## config.mk

```make
export PLATFORM = sky130hd
export DESIGN_NAME = cpu_status_decoder
export DESIGN_NICKNAME = d
export VERILOG_FILES = /design/src/rtl/cpu_status_pkg.sv /design/src/rtl/status_latch.sv /design/src/rtl/cmd_decode.sv /design/src/rtl/vector_drive.sv /design/src/rtl/cpu_status_decoder.sv
export SDC_FILE = /design/constraint.sdc
export NUM_CORES = 1
export LEC_CHECK = 0
export CAP_MARGIN = 30
export CORE_AREA = 2 2 39 41
export DETAILED_ROUTE_END_ITERATION = 10
export DIE_AREA = 0 0 41 43
export SYNTH_ARGS = -nofsm -noshare
export SYNTH_HDL_FRONTEND = slang
export SYNTH_SLANG_ARGS = --single-unit
```

## constraint.sdc

```tcl
create_clock -name clk_i -period 1.5 [get_ports clk_i]
set_input_delay 0.375 -clock clk_i [delete_from_list [all_inputs] [get_ports clk_i]]
set_output_delay 0.375 -clock clk_i [all_outputs]
set_load 0.005 [all_outputs]
```

## src/rtl/cpu_status_pkg.sv

```systemverilog
package cpu_status_pkg;
  localparam int STAT_W = 8;
  localparam int VEC_W  = 3;

  // status bit positions, fixed by the processor
  localparam int SB_INTA = 0;
  localparam int SB_RD   = 1;
  localparam int SB_STK  = 2;
  localparam int SB_HALT = 3;
  localparam int SB_OUT  = 4;
  localparam int SB_M1   = 5;
  localparam int SB_INP  = 6;
  localparam int SB_MEMR = 7;

  typedef struct packed {
    logic mem_rd;
    logic mem_wr;
    logic io_rd;
    logic io_wr;
    logic int_ack;
  } cmd_t;
endpackage

```

## src/rtl/status_latch.sv

```systemverilog
module status_latch #(
  parameter int W = cpu_status_pkg::STAT_W
) (
  input  logic         clk_i,
  input  logic         rst_ni,
  input  logic         sync_i,
  input  logic [W-1:0] d_i,
  output logic [W-1:0] q_o
);
  always_ff @(posedge clk_i or negedge rst_ni) begin
    if (!rst_ni)     q_o <= '0;
    else if (sync_i) q_o <= d_i;
  end


  status_hold_chk: assert property (@(posedge clk_i) disable iff (!rst_ni)
    !sync_i |=> $stable(q_o));

  status_load_chk: assert property (@(posedge clk_i) disable iff (!rst_ni)
    sync_i |=> (q_o == $past(d_i)));
endmodule

```

## src/rtl/cmd_decode.sv

```systemverilog
module cmd_decode
  import cpu_status_pkg::*;
#(
  parameter int W = STAT_W
) (
  input  logic [W-1:0] stat_i,
  input  logic         rd_i,
  input  logic         wr_ni,
  input  logic         block_i,
  output cmd_t         cmd_o
);
  logic wr_act;
  assign wr_act = ~wr_ni;

  always_comb begin
    cmd_o = '0;
    if (!block_i) begin
      cmd_o.mem_rd  = rd_i & stat_i[SB_MEMR];
      cmd_o.io_rd   = rd_i & stat_i[SB_INP];
      cmd_o.int_ack = rd_i & stat_i[SB_INTA];
      cmd_o.io_wr   = wr_act & stat_i[SB_OUT];
      cmd_o.mem_wr  = wr_act & ~stat_i[SB_OUT] & ~stat_i[SB_INTA];
    end
  end
endmodule

```

## src/rtl/vector_drive.sv

```systemverilog
module vector_drive #(
  parameter int VW = cpu_status_pkg::VEC_W,
  parameter int DW = cpu_status_pkg::STAT_W
) (
  input  logic          ack_i,
  input  logic [VW-1:0] vec_i,
  output logic [DW-1:0] data_o,
  output logic          oe_o
);
  localparam int LOW_W = 3;
  localparam int TOP_W = DW - VW - LOW_W;

  logic [DW-1:0] opcode;
  assign opcode = {{TOP_W{1'b1}}, vec_i, {LOW_W{1'b1}}};
  assign oe_o   = ack_i;
  assign data_o = ack_i ? opcode : '0;
endmodule

```

## src/rtl/cpu_status_decoder.sv

```systemverilog
module cpu_status_decoder
  import cpu_status_pkg::*;
(
  input  logic              clk_i,
  input  logic              rst_ni,
  input  logic [STAT_W-1:0] status_i,
  input  logic              sync_i,
  input  logic              rd_i,
  input  logic              wr_ni,
  input  logic              dma_ack_i,
  input  logic [VEC_W-1:0]  rst_vec_i,
  output logic              mem_rd_no,
  output logic              mem_wr_no,
  output logic              io_rd_no,
  output logic              io_wr_no,
  output logic              int_ack_no,
  output logic [STAT_W-1:0] data_o,
  output logic              data_oe_o
);
  logic [STAT_W-1:0] stat_q;
  cmd_t              cmd;
  logic              block;

  status_latch #(.W(STAT_W)) u_latch (
    .clk_i (clk_i),
    .rst_ni(rst_ni),
    .sync_i(sync_i),
    .d_i   (status_i),
    .q_o   (stat_q)
  );

  assign block = dma_ack_i | ~rst_ni;

  cmd_decode #(.W(STAT_W)) u_dec (
    .stat_i (stat_q),
    .rd_i   (rd_i),
    .wr_ni  (wr_ni),
    .block_i(block),
    .cmd_o  (cmd)
  );

  vector_drive #(.VW(VEC_W), .DW(STAT_W)) u_vec (
    .ack_i (cmd.int_ack),
    .vec_i (rst_vec_i),
    .data_o(data_o),
    .oe_o  (data_oe_o)
  );

  assign mem_rd_no  = ~cmd.mem_rd;
  assign mem_wr_no  = ~cmd.mem_wr;
  assign io_rd_no   = ~cmd.io_rd;
  assign io_wr_no   = ~cmd.io_wr;
  assign int_ack_no = ~cmd.int_ack;


  dma_quiet_chk: assert property (@(posedge clk_i) disable iff (!rst_ni)
    dma_ack_i |-> (mem_rd_no && mem_wr_no && io_rd_no && io_wr_no && int_ack_no && !data_oe_o));

  opcode_form_chk: assert property (@(posedge clk_i) disable iff (!rst_ni)
    data_oe_o |-> (!int_ack_no && data_o == {2'b11, rst_vec_i, 3'b111}));

  wr_excl_chk: assert property (@(posedge clk_i) disable iff (!rst_ni)
    !io_wr_no |-> mem_wr_no);

  inta_needs_rd_chk: assert property (@(posedge clk_i) disable iff (!rst_ni)
    !int_ack_no |-> rd_i);
endmodule

```

==> metrics.yaml <==
critPathArrivalTime_ns: 1.20
grt_setup_unrepaired: "yes"
power.ir.vdd_worst_mv: 0.352
grt_start_max_net_pins: 6
portBuffers: 26
antenna_left: 0
r2r-end: "u_latch.q_o[0]$_DFFE_PN0P_"
die_wd_um: 41
nature_of_the_critical_path_endpoint: "output port"
run_status: "finished, violations left"
design_power_total_mw: 0.352
seq_power_share_pct: 35.7
drive_gt1_share_pct: 63.6
static-leakage-power_nw: 0.265
worst_r2r_start: "u_latch.q_o[0]$_DFFE_PN0P_"
power.net_switching_mw: 0.0771
worstSetupPathType: "register to output port"
synthDistinctLibCells: 11
placed_cells_incl_taps: 66
cts-hold-fix-buffers: 0
cell_accounting_for_the_most_synthesized_area: "sky130_fd_sc_hd__dfrtp_1"
grt_pass1_wl_mm: 1.01
initial_core_util_pct: 18.3
antenna_found_initial: 0
setup.worst_path.end: "data_oe_o"
synth.most_common_cell: "sky130_fd_sc_hd__buf_4"
worst-path-max-fanout: 5
r2r_slack_ns: 0.63
fin_worst_skew_ns: 0
worst_ep_required_time_ns: 1.12
drcViolationCount: 0
drv_cap: 0
worst-path-stages: 4
gp_congestion: 0.591
ys_dominant_reg_cell: "sky130_fd_sc_hd__dfrtp_1"
number_of_antenna_repair_diodes: 0
avgViaCountPerCell: 4.03
area_fraction_of_the_dominant_cell_type_after_synthesis_pct: 39.6
critPathLaunch: "u_latch.q_o[0]$_DFFE_PN0P_"
coreArea_mm2: 0.00138
worst_path_max_delay_cell: "sky130_fd_sc_hd__dfrtp_1"
design.die.area_mm2: 0.00176
internal_pwr_total_mw: 0.275
slew_viol_final: 0
clkSinkCount: 4
syn-instance-count: 24
max_stage_delay_ns: 0.37
timing.critical_path.mode_cell: "sky130_fd_sc_hd__buf_6"
layout.cells.non_filler: 71
design.final.nets: 74
finalSetupViolCount: 7
post_dp_cell_area_um2: 533
clock.fmax_ghz: 0.636
largestRegisters: "u_latch.q_o: 4 flops"
largest_register_ff_count: 4
synthArstFlopShare_pct: 100
synth.top_cells.by_area: "sky130_fd_sc_hd__dfrtp_1 (40%), sky130_fd_sc_hd__mux2_2 (18%), sky130_fd_sc_hd__buf_4 (15%), sky130_fd_sc_hd__and2_2 (8.9%), sky130_fd_sc_hd__and4b_2 (4.5%)"
area_growth_syn_to_layout_pct: 126
totalWireLength_um: 700
clockBufferDepth: 2
io_pins: 31
floorplan.rows: 14
sw_frac_of_total_pct: 21.9
overflow: 0
ctsHtreeMaxLevel: 1
via_count: 286
first_global_vias: 249
post-route-cell-area_um2: 572
detail_route.iter0.violations: 2
power_frac_clock_pct: 37.6
die_y_um: 43
clkLatencyLatePin_ns: 0.23
registers.top_by_ff_count: "u_latch.q_o"
yosysWarnings: 0
final-hold-violation-count: 0
reg2reg_depth: 2
timing.final.crit_period_ns: 1.57
worstHoldPathType: "input port to asynchronous set/reset pin"
final.setup.tns_ns: -0.499
netlist_area_pre_place_um2: 253
synth_fp_nets: 41
ys_seq_area_share_pct: 39.6
syn-mean-instance-area_um2: 10.5
postSynthRegisterBits: 4
cp_num_buf_inv: 3
dp.final_hpwl_um: 555
pwr-share-comb_pct: 26.6
failing_checks: "setup timing"
synth_enable_flop_cells: 0
routed_length_per_instance_um: 9.86
clock_tree_from_tritoncts: "yes"
drt_first_pass_iters: 2
global_route.usage.total_pct: 8.86
timing.final.crit_share_pct: 105
tritoncts.num_buffers: 3
netlist_top_cells_count: "sky130_fd_sc_hd__buf_4 (5), sky130_fd_sc_hd__dfrtp_1 (4), sky130_fd_sc_hd__mux2_2 (4), sky130_fd_sc_hd__and2_2 (3), sky130_fd_sc_hd__nand3_1 (2)"
critical_path.top_delay_family: "flip-flops"
cp_cell_sequence: "and4b_2 -> buf_6 -> buf_6 -> buf_6"
max_slew.worst_pin.slew_ns: 0.186
clkTransAtPathRegs_ns: 0.04
cts-root-buf: "sky130_fd_sc_hd__clkbuf_4"
final.setup.worst_slack_ns: -0.0716
pwr_density_cell_mw_per_mm2: 616
setup.worst_path.start_class: "register"
worst_slew_margin_rel_pct: 87.5
## cell usage in the layout (no fill, tap or decap), types with 2 or more instances in the layout
| master | count |
|---|---|
| sky130_fd_sc_hd__clkdlybuf4s15_1 | 2 |
| sky130_fd_sc_hd__clkdlybuf4s50_1 | 8 |
| sky130_fd_sc_hd__buf_6 | 11 |
| sky130_fd_sc_hd__clkbuf_4 | 3 |
| sky130_fd_sc_hd__and2_4 | 3 |
| sky130_fd_sc_hd__nand3_1 | 2 |
| sky130_fd_sc_hd__clkbuf_2 | 4 |
| sky130_fd_sc_hd__buf_2 | 3 |
| sky130_fd_sc_hd__dfrtp_1 | 4 |
| sky130_fd_sc_hd__buf_4 | 4 |
| sky130_fd_sc_hd__mux2_2 | 4 |
## repair_timing
action,CTS,global route
gates resized for setup,71,5
pin swaps,6,4
endpoints found under the setup margin,14,13
buffers inserted,2,0
gates cloned,0,0
## routing by layer
layer	wire length [µm]	global-route usage, %	up-vias	share of wire [%]
met3	149	3.14	0	21
met4	0	8.00	0	0
met2	286	12.5	24	41
li1	-	-	139	-
met5	0	0	-	0
met1	265	9.74	123	38
## layout make-up
type | instances | area, µm²
Clock buffer | 3 | 22.5
Fill cell | 145 | 812
Inverter | 1 | 3.75
Multi-Input combinational cell | 14 | 128
Sequential cell | 4 | 100
Tap cell | 16 | 20.0
Timing Repair Buffer | 33 | 298
## through the flow
stage | setup slack, ns | utilization, % | hold slack [ns]
6_report | -0.0716 | 41.3 | 0.0533
5_1_grt | -0.113 | 41.3 | 0.0608
4_1_cts | -0.118 | 42.7 | 0.161
3_5_place_dp | -0.649 | 38.5 | 0.497
3_3_place_gp | -0.630 | 38.5 | 0.492
2_1_floorplan | 0.238 | - | 0.0794
## worst register-to-register path, stage by stage (launching register included)
cell and delay [ns]:
sky130_fd_sc_hd__dfrtp_1 0.37, sky130_fd_sc_hd__buf_4 0.14, sky130_fd_sc_hd__mux2_2 0.25
## how the worst min path moves through the flow
| stage | from | endpoint | slack [ns] |
|---|---|---|---|
| floorplan | rst_ni | u_latch.q_o[0]$_DFFE_PN0P_ | 0.08 |
| global placement | u_latch.q_o[7]$_DFFE_PN0P_ | u_latch.q_o[7]$_DFFE_PN0P_ | 0.49 |
| detailed placement | u_latch.q_o[7]$_DFFE_PN0P_ | u_latch.q_o[7]$_DFFE_PN0P_ | 0.50 |
| CTS | rst_ni | u_latch.q_o[7]$_DFFE_PN0P_ | 0.16 |
| global route | rst_ni | u_latch.q_o[6]$_DFFE_PN0P_ | 0.06 |
| finish | rst_ni | u_latch.q_o[7]$_DFFE_PN0P_ | 0.05 |
## power by group through the flow
stage	combinational, mW	sequential (mW)	clock, mW
final	0.0938	0.126	0.133
after global routing	0.103	0.127	0.145
after CTS	0.0966	0.126	0.142
after detailed placement	0.0916	0.127	0
after global placement	0.0913	0.127	0
after floorplan	0.0279	0.125	0
## kinds of logic (layout without fill, tap and decap cells)
family                 count (synthesis)  in the layout  share of synthesized area [%]
muxes                                  4              4                           17.8
DFF                                    4              4                           39.6
buffers and inverters                  6             37                           16.3
and+or+nand+nor                       10             10                           26.2
(Power assumes the default switching activity.)
